--- src/rtl/trap_select.sv ---
module trap_select #(
  parameter int AW = 32
) (
  input  logic          clk,
  input  logic          rst_n,
  input  logic          reset_req,
  input  logic          sr_tick_en,
  input  logic          sr_ext_en,
  input  logic          sr_range_en,
  input  logic          tick_irq,
  input  logic          ext_irq,
  input  logic          if_valid,
  input  logic [AW-1:0] if_pc,
  input  logic          if_tlb_miss,
  input  logic          if_page_fault,
  input  logic          if_bus_err,
  input  logic          id_valid,
  input  logic [AW-1:0] id_pc,
  input  logic          id_illegal,
  input  logic          id_syscall,
  input  logic          id_trap,
  input  logic          id_overflow,
  input  logic          mem_valid,
  input  logic [AW-1:0] mem_pc,
  input  logic [AW-1:0] mem_addr,
  input  logic [1:0]    mem_size,
  input  logic          mem_tlb_miss,
  input  logic          mem_page_fault,
  input  logic          mem_bus_err,
  output logic          exc_valid,
  output logic [3:0]    exc_vector,
  output logic [AW-1:0] exc_pc,
  output logic [AW-1:0] exc_addr
);
  localparam logic [3:0] V_RST  = 4'd1,  V_BUS  = 4'd2,  V_DPF  = 4'd3,
                         V_IPF  = 4'd4,  V_TICK = 4'd5,  V_ALGN = 4'd6,
                         V_ILL  = 4'd7,  V_EXT  = 4'd8,  V_DTLB = 4'd9,
                         V_ITLB = 4'd10, V_RNG  = 4'd11, V_SYS  = 4'd12,
                         V_TRAP = 4'd14;

  logic misalign, range_hit, tick_hit, ext_hit;
  logic mem_any, id_any, if_any;

  assign misalign  = (mem_size == 2'b10) ? (mem_addr[1:0] != 2'b00) :
                     (mem_size == 2'b01) ? mem_addr[0] : 1'b0;
  assign range_hit = id_overflow & sr_range_en;
  assign tick_hit  = tick_irq & sr_tick_en;
  assign ext_hit   = ext_irq & sr_ext_en;

  assign mem_any = mem_valid & (misalign | mem_tlb_miss | mem_page_fault | mem_bus_err);
  assign id_any  = id_valid & (id_illegal | id_syscall | id_trap | range_hit);
  assign if_any  = tick_hit | ext_hit | (if_valid & (if_tlb_miss | if_page_fault | if_bus_err));

  logic          win;
  logic [3:0]    vec;
  logic [AW-1:0] spc, sea;

  always_comb begin
    win = 1'b0;
    vec = '0;
    spc = '0;
    sea = '0;
    if (reset_req) begin
      win = 1'b1;
      vec = V_RST;
    end else if (mem_any) begin
      win = 1'b1;
      spc = mem_pc;
      sea = mem_addr;
      if (misalign)            vec = V_ALGN;
      else if (mem_tlb_miss)   vec = V_DTLB;
      else if (mem_page_fault) vec = V_DPF;
      else                     vec = V_BUS;
    end else if (id_any) begin
      win = 1'b1;
      spc = id_pc;
      if (id_illegal) begin
        vec = V_ILL;
        sea = id_pc;
      end else if (id_syscall) vec = V_SYS;
      else if (id_trap)        vec = V_TRAP;
      else                     vec = V_RNG;
    end else if (if_any) begin
      win = 1'b1;
      spc = if_pc;
      sea = (tick_hit | ext_hit) ? '0 : if_pc;
      if (tick_hit)           vec = V_TICK;
      else if (ext_hit)       vec = V_EXT;
      else if (if_tlb_miss)   vec = V_ITLB;
      else if (if_page_fault) vec = V_IPF;
      else                    vec = V_BUS;
    end
  end

  always_ff @(posedge clk or negedge rst_n) begin
    if (!rst_n) begin
      exc_valid  <= 1'b0;
      exc_vector <= '0;
      exc_pc     <= '0;
      exc_addr   <= '0;
    end else begin
      exc_valid  <= win;
      exc_vector <= vec;
      exc_pc     <= spc;
      exc_addr   <= sea;
    end
  end
endmodule

--- config.mk ---
export PLATFORM = sky130hd
export DESIGN_NAME = trap_select
export DESIGN_NICKNAME = d
export VERILOG_FILES = /design/src/rtl/trap_select.sv
export SDC_FILE = /design/constraint.sdc
export NUM_CORES = 1
export LEC_CHECK = 0
export BUFFER_PORTS_ARGS = -buffer_cell sky130_fd_sc_hd__buf_2
export CORE_MARGIN = 10
export CORE_UTILIZATION = 39
export DETAILED_ROUTE_END_ITERATION = 8
export PLACE_DENSITY = 0.75
export SLEW_MARGIN = 20
export SYNTH_ARGS = -nofsm -noshare
export SYNTH_HDL_FRONTEND = slang
export SYNTH_SLANG_ARGS = --single-unit
--- constraint.sdc ---
create_clock -name clk -period 0.8 [get_ports clk]
set_input_delay 0 -clock clk [delete_from_list [all_inputs] [get_ports clk]]
set_output_delay 0 -clock clk [all_outputs]
set_load 0.01 [all_outputs]
==> impl_metrics.ini, run 1 <==
[sta]
hold_viol_final = 0
period_share = 1.71
slew_headroom = 0.688
max_freq_ghz = 0.732
drv_slew = 0
worst-slew-pin-transition_ns = 0.469
min_period_ns = 1.37
worst_hold_slack_ns = 0.0000687
setup_ws_ns = -0.566
rsz0062_at_grt = true
setup_viol = 138

[floorplan]
row_count = 34
die_y_um = 116
design.core.area_um2 = 8850
start_util = 0.406
io_pins = 220
die_area_um2 = 13400
die_w_um = 116

[critical_path]
cp-start-kind = primary input
path_max_fanout = 10
cp.arrival_ns = 1.60
cp-end-kind = flop
crit_start = id_overflow
cp_data_required_time_ns = 1.03
crit_type = primary input to flop

[min_path]
min_from = mem_pc[27]
hold_path.class = primary input to flop

[power]
power_frac_comb = 0.289
leakage_nw = 3.00
p_clk_frac = 0.344
vdd_drop_max_v = 0.00113
swShare = 0.297
seqPwrFrac = 0.367
powerDensity_nw_per_um2 = 1620
p_sw_mw = 3.12
p_int_mw = 7.38

[drt]
drtPass1Iterations = 9
dr_wl_met2_mm = 9.47
drtIter0Drc = 521
drt-total-wl_mm = 18.5
routed_via_density = 6.32
drt_drc_violations_left = 6
wl_met3_mm = 1.82
top_layer_used = met4
ant_nets = 0
m1WireLength_mm = 6.44
wl_per_cell_um = 24.7
num_vias = 4730

[place]
routabilityCongestion = 0.935
dp_slack_ns = -0.831
hpwlAfterDp_mm = 11.7
place_area_um2 = 5040
port_buffers = 219

[global_route]
grt_pass1_wl_mm = 26.8
grt_max_degree = 70
grt_overflow = 0
antenna_found_initial = 2
grt_usage = 0.252
grt_pass1_vias = 5048

[layout]
layout-drive-gt1-share = 0.514
final_net_count = 784
fin_area_um2 = 6460
syn2layout_area_growth_pct = 80.1

[logic_synthesis]
yosys.area_share.simple = 0.150
synthMuxAreaShare = 0
synthArstFlopShare = 1.00
avgSynthCellArea_um2 = 10.2
yosys_warnings = 0
yosysSeqAreaShare = 0.481
yosysTopAreaCellShare = 0.481
yosysTopAreaCell = dfrtp_1
ys_ff_latch = 69
syn-cell-area_um2 = 3590
synthCells = 352
synthAdderAreaFrac = 0
yosysUniqueCellTypes = 36
synth_xor_area_frac = 0.00244
synth_top_flop_cell = dfrtp_1
yosysMostFrequentCell = nor3_1
synthTopCellsByCount = nor3_1, dfrtp_1, clkbuf_1
synth_compound_area_frac = 0.293
synth_edf_count = 0
syn_nets = 503
synth_top_family_by_area = compound AO/OA/AOI/OAI gates
synth_area_leaders = dfrtp_1, nor3_1, a222oi_1, a32oi_1, a211oi_1

[cts]
htree_levels = 3
root_buffer = clkbuf_8
cts_tree = built
clockBufferDepth = 2
clk_pin_slew_ns = 0.09
clkSinkCount = 69
cts_made_buffers = 9

[run_status]
violations = DRC, setup timing
status = complete, but fails checks

[run]
cap_violations = 0
==> placed cells by master, fill, tap and decap left out, types with 3 or more instances in the layout <==
| cell | synthesis | routed |
|---|---|---|
| a211oi_1 | 31 | 22 |
| a211oi_2 | 0 | 9 |
| a222oi_1 | 32 | 32 |
| a32oi_1 | 33 | 27 |
| a32oi_2 | 1 | 6 |
| buf_12 | 0 | 13 |
| buf_16 | 0 | 5 |
| buf_2 | 5 | 183 |
| buf_4 | 0 | 30 |
| buf_6 | 7 | 44 |
| buf_8 | 0 | 4 |
| bufinv_16 | 0 | 3 |
| clkbuf_8 | 0 | 9 |
| dfrtp_1 | 69 | 69 |
| dlygate4sd3_1 | 0 | 38 |
| inv_1 | 5 | 5 |
| nor3_1 | 96 | 95 |
==> state kept, by name, summed over array words and instances, names as in the netlist <==
register / cells
exc_pc: 32
exc_valid: 1
exc_addr: 32
exc_vector: 4
==> layout make-up <==
class	count	area, um^2
Timing Repair Buffer	319	2530
Sequential cell	69	1730
Inverter	6	22.5
Antenna cell	2	5.00
Tap cell	108	135
Clock buffer	9	124
Multi-Input combinational cell	228	1800
Clock inverter	7	123
Fill cell	606	2380
==> cell families after synthesis <==
| logic type | after synthesis |
|---|---|
| AO/OA/AOI/OAI | 120 |
| AND/OR/NAND/NOR | 107 |
| flip-flops | 69 |
| buffers and inverters | 55 |
| XOR/XNOR | 1 |
==> what timing repair did <==
item | CTS | global route
gates resized for setup | 57 | 51
hold buffers | 38 | 0
endpoints found under the hold margin | 100 | 0
gates cloned | 8 | 3
setup endpoints to repair | 138 | 138
pin swaps | 16 | 19
buffers inserted | 6 | 3
==> critical path, cell delays in order <==
cell and delay, ns:
buf_6 0.09, a2111o_1 0.44, buf_6 0.15, a211oi_4 0.20, buf_6 0.18, buf_12 0.14, a32oi_1 0.09, a211oi_1 0.30
==> path summary, 6_finish.rpt <==
path	end	slack [ns]	cells past startpoint
max	exc_addr[22]	-0.57	8
min	exc_pc[27]	0.00007	3
max in group asynchronous	exc_addr[5]	0.26	3
min in group asynchronous	exc_pc[0]	0.22	3
==> layer usage <==
metal  GRT usage  vias up
met5           0        -
met2       0.440      360
li1            -     2026
met4       0.134        0
met3      0.0698       69
met1       0.273     2275
==> through the flow <==
step / setup TNS, ns / util / instances / power [mW]
floorplan: -35.38 / - / 352 / 4.92
global placement: -49.22 / 0.570 / 675 / 6.09
detailed placement: -51.34 / 0.570 / 675 / 6.15
CTS: -27.42 / 0.695 / 743 / 10.2
global route: -34.87 / 0.731 / 748 / 10.9
finish: -31.35 / 0.731 / 748 / 10.5
==> power by group through the flow <==
stage               Clock [mW]  Sequential [mW]  Combinational (mW)
floorplan                    0             4.03               0.893
global placement             0             3.88                2.21
detailed placement           0             3.89                2.26
CTS                       3.63             3.83                2.76
global route              3.77             3.87                3.21
finish                    3.61             3.85                3.04
Power figures use the tool's default switching activity.
==> inputs of run 2 (changes only) <==
--- a/config.mk
+++ b/config.mk
@@ -6,6 +6,7 @@
 export NUM_CORES = 1
 export LEC_CHECK = 0
 export BUFFER_PORTS_ARGS = -buffer_cell sky130_fd_sc_hd__buf_2
+export CORE_ASPECT_RATIO = 0.8
 export CORE_MARGIN = 10
 export CORE_UTILIZATION = 39
 export DETAILED_ROUTE_END_ITERATION = 8
==> run 2 against run 1 <==
- the run ends with setup timing left
- die area grew 0.18%
- sequential share of layout area grew 1.9 points
- first-iteration DRC count grew 59%
- largest cell class unchanged
==> impl_metrics.ini, run 2 (synthesis gave the netlist of run 1 again) <==
[critical_path]
path_cells = buf_6 -> a2111o_1 -> a211oi_4 -> buf_6 -> buf_8 -> a32oi_1 -> a211oi_2
path_max_fanout = 15
cp.arrival_ns = 1.52
cp-end-kind = flop
crit_path_max_incr_delay_ns = 0.51
crit_type = primary input to flop
cp-start-kind = primary input
cp_data_required_time_ns = 1.02
slowest_stage = a2111o_1
cp_common_cell = buf_6

[drt]
routed_via_density = 6.27
drt-total-wl_mm = 17.3
drtIter0Drc = 829
wl_per_cell_um = 23.8
num_vias = 4554
drtPass1Iterations = 9
ant_nets = 0
drt_drc_violations_left = 0

[cts]
clkSinkCount = 69
clk_pin_slew_ns = 0.05
root_buffer = clkbuf_16
clockBufferDepth = 2
cts_tree = built
htree_levels = 3
cts_made_buffers = 9

[sta]
setup_ws_ns = -0.503
worst-slew-pin-transition_ns = 0.420
hold_viol_final = 0
min_period_ns = 1.30
max_freq_ghz = 0.767
worst_hold_slack_ns = 0.00240
drv_slew = 0
rsz0062_at_grt = true
fin_setup_tns_ns = -29.68
setup_viol = 132
slew_headroom = 0.720
period_share = 1.63

[global_route]
grt_overflow = 0
grt_pass1_vias = 4587
grt_max_degree = 36
grt_pass1_wl_mm = 25.8
grt_usage = 0.236
antenna_found_initial = 0

[layout]
n_antenna_cell = 0
mostFrequentLayoutCells = buf_2, nor3_1, dfrtp_1, buf_6, buf_4
layout_commonest_cell = buf_2
final_net_count = 757
fill_cells = 698
layout-drive-gt1-share = 0.519
top_regs = exc_addr (32), exc_pc (32), exc_vector (4)
syn2layout_area_growth_pct = 67.9
final_core_util = 0.670
fin_area_um2 = 6030

[min_path]
min_from = mem_pc[0]
hold_path.class = primary input to flop
min_path_cells = 3
whs_endpoint = exc_pc[0]

[floorplan]
die_w_um = 127
start_util = 0.399
io_pins = 220
design.core.area_um2 = 9000
row_count = 31
die_y_um = 106
die_area_um2 = 13500

[place]
hpwlAfterDp_mm = 12.0
port_buffers = 219
place_area_um2 = 5030
routabilityCongestion = 0.816
dp_slack_ns = -0.874

[run_status]
status = complete, but fails checks
violations = setup timing

[power]
powerDensity_nw_per_um2 = 1770
vdd_drop_max_v = 0.000899
leakage_nw = 2.83

[run]
cap_violations = 0
run 2: through the flow:
step	instances	power [mW]
after floorplan	352	4.92
after detailed placement	682	6.14
final	726	10.7
after global placement	682	6.09
after global routing	726	11.1
after CTS	721	10.5
run 2: worst max-delay path by stage:
stage           startpoint      endpoint  slack [ns]
6_report       sr_range_en   exc_addr[9]       -0.50
5_1_grt        sr_range_en     exc_pc[2]       -0.53
4_1_cts        sr_range_en  exc_addr[22]       -0.44
3_5_place_dp   id_overflow  exc_addr[22]       -0.87
3_3_place_gp   id_overflow  exc_addr[22]       -0.83
2_1_floorplan  id_overflow    exc_pc[10]       -0.56
run 2: metal layers:
| layer | global-route usage | vias to the layer above | wire (um) | share of wire |
|---|---|---|---|---|
| li1 | - | 1964 | - | - |
| met1 | 0.286 | 2127 | 6360 | 0.37 |
| met2 | 0.376 | 411 | 8080 | 0.47 |
| met3 | 0.0941 | 52 | 2390 | 0.14 |
| met4 | 0.0739 | 0 | 471 | 0.027 |
| met5 | 0 | - | 0 | 0 |
run 2: timing repair:
action                                  4_1_cts  5_1_grt
endpoints found under the setup margin      138      138
hold endpoints to repair                     82        0
gates resized for setup                      50       30
pin swaps                                    16        6
cloned                                        4        2
hold buffers                                 14        0
buffers inserted                              5        3
run 2: report_power, final:
part           switching (mW)  internal [mW]
Clock                    1.50           2.58
Sequential              0.110           3.75
Combinational            1.40           1.33
Total                    3.01           7.66
run 2: area by class of cell:
type	instances	area, um^2	share of cell area
clock buffer	11	253	0.0419
clock inverter	5	58.8	0.00976
inverter	6	22.5	0.00374
multi-input combinational	228	1710	0.284
sequential	69	1730	0.286
tap	115	144	0.0239
timing repair buffer	292	2110	0.351
run 2: critical path, delay by kind of cell:
kind,cells,cell delay (ns)
AO/OA/AOI/OAI,4,1.11
buffers and inverters,3,0.41
==> inputs of run 3 (changes only) <==
--- a/config.mk
+++ b/config.mk
@@ -6,11 +6,13 @@
 export NUM_CORES = 1
 export LEC_CHECK = 0
 export BUFFER_PORTS_ARGS = -buffer_cell sky130_fd_sc_hd__buf_2
+export CELL_PAD_IN_SITES_DETAIL_PLACEMENT = 1
+export CELL_PAD_IN_SITES_GLOBAL_PLACEMENT = 1
 export CORE_ASPECT_RATIO = 0.8
 export CORE_MARGIN = 10
-export CORE_UTILIZATION = 39
+export CORE_UTILIZATION = 31
 export DETAILED_ROUTE_END_ITERATION = 8
-export PLACE_DENSITY = 0.75
+export PLACE_DENSITY = 0.79
 export SLEW_MARGIN = 20
 export SYNTH_ARGS = -nofsm -noshare
 export SYNTH_HDL_FRONTEND = slang
==> constraint.sdc (replaced) <==
create_clock -name clk -period 1.31 [get_ports clk]
set_input_delay 0 -clock clk [delete_from_list [all_inputs] [get_ports clk]]
set_output_delay 0 -clock clk [all_outputs]
set_load 0.01 [all_outputs]
==> run 3 against run 2 <==
- the flow now finishes without violations
- setup slack better by 0.52 ns
- core utilization decreased by 18 points
- non-clock buffer count decreased by 22
- clock power fell by 36%
- flip-flop and latch count unchanged
==> impl_metrics.ini, run 3 (synthesis gave the netlist of run 1 again) <==
[global_route]
grt_overflow = 0
antenna_found_initial = 0
grt_usage = 0.206
grt_pass1_vias = 4779
grt_max_degree = 70
grt_pass1_wl_mm = 27.1

[layout]
top_regs = exc_addr (32), exc_pc (32), exc_vector (4)
syn2layout_area_growth_pct = 55.5
fin_cells = 738
final_net_count = 735
layout-drive-gt1-share = 0.486
layout_commonest_cell = buf_2
mostFrequentLayoutCells = buf_2, nor3_1, dfrtp_1, a222oi_1, a32oi_1

[floorplan]
row_count = 35
design.core.area_um2 = 11400
die_w_um = 140
die_area_um2 = 16300
start_util = 0.314
io_pins = 220
die_y_um = 116

[run_status]
status = completed

[sta]
slew_headroom = 0.642
drv_slew = 0
worst-slew-pin-transition_ns = 0.538
setup_ws_ns = 0.0154
fin_setup_tns_ns = 0
rsz0062_at_grt = true
setup_viol = 0
hold_viol_final = 0
min_period_ns = 1.29
period_share = 0.988
max_freq_ghz = 0.772

[critical_path]
slowest_stage = a2111o_1
crit_path_max_incr_delay_ns = 0.45
worst-path-stages = 7
path_max_fanout = 17
cp.arrival_ns = 1.52
crit_type = primary input to flop
cp_common_cell = buf_6
cp-end-kind = flop
crit_start = id_overflow
cp-start-kind = primary input
critPathTopFamily = compound AO/OA/AOI/OAI gates
path_cells = buf_6 -> a2111o_1 -> buf_6 -> a211oi_4 -> buf_6 -> a32oi_1 -> a211oi_1
cp.buffers_inverters = 3
cp_data_required_time_ns = 1.53

[place]
dp_slack_ns = -0.390
dp_cells = 705
routabilityCongestion = 0.900
port_buffers = 219
hpwlAfterDp_mm = 13.2

[drt]
drtPass1Iterations = 9
drt_drc_violations_left = 0
routed_via_density = 5.90
drt-total-wl_mm = 17.6
num_vias = 4355
ant_nets = 0
wl_per_cell_um = 23.8
drtIter0Drc = 447

[run]
cap_violations = 0

[cts]
root_buffer = clkbuf_16
cts_tree = built
clockBufferDepth = 2
clkSinkCount = 69
cts_made_buffers = 9
clk_pin_slew_ns = 0.06
htree_levels = 3

[min_path]
min_from = mem_pc[14]
min_path_cells = 3
whs_endpoint = exc_pc[14]
hold_path.class = primary input to flop

[power]
power_mw = 6.44
powerDensity_nw_per_um2 = 1150
vdd_drop_max_v = 0.000581
leakage_nw = 2.64
## run 3: how the worst max path moves through the flow
stage / endpoint / slack (ns)
5_1_grt: exc_addr[31] / -0.06
4_1_cts: exc_addr[22] / -0.02
6_report: exc_addr[27] / 0.02
3_5_place_dp: exc_addr[22] / -0.39
2_1_floorplan: exc_pc[25] / -0.05
3_3_place_gp: exc_addr[31] / -0.26
## run 3: worst min-delay path, stage by stage
cell and delay [ns]:
buf_2 0.08, nor3_1 0.04, nor3_1 0.16
## run 3: final cells by class
type / instances / area [um^2]
Clock inverter: 5 / 85.1
Sequential cell: 69 / 1730
Timing Repair Buffer: 270 / 1670
Antenna cell: 1 / 2.50
Clock buffer: 11 / 233
Inverter: 6 / 22.5
Tap cell: 148 / 185
Fill cell: 1331 / 5850
Multi-Input combinational cell: 228 / 1660
## run 3: what timing repair did
action                                 CTS  global route
endpoints found under the hold margin   79             0
pin swaps                                0             4
buffers inserted                         0             4
gates resized for setup                  2            15
setup endpoints to repair                4            44
hold buffers                            12             0
## run 3: metrics by stage
stage / hold WS, ns / cell area, um^2 / util
5_1_grt: 0.0194 / 5580 / 0.488
4_1_cts: 0.00228 / 5460 / 0.478
3_3_place_gp: 0.0549 / 5020 / 0.439
2_1_floorplan: -0.296 / 3600 / -
3_5_place_dp: 0.0620 / 5020 / 0.439
6_report: 0.00818 / 5580 / 0.488
## run 3: per-layer routing
metal,part of all wire,global-route usage,vias to the layer above
met5,0,0,-
met4,0.019,0.0570,0
met3,0.10,0.0719,36
met2,0.49,0.350,288
met1,0.39,0.243,2113
li1,-,-,1918
## run 3: where the power goes
group          switching (mW)  internal (mW)
logic                   0.830          0.659
registers              0.0524           2.29
clock network           0.933           1.68
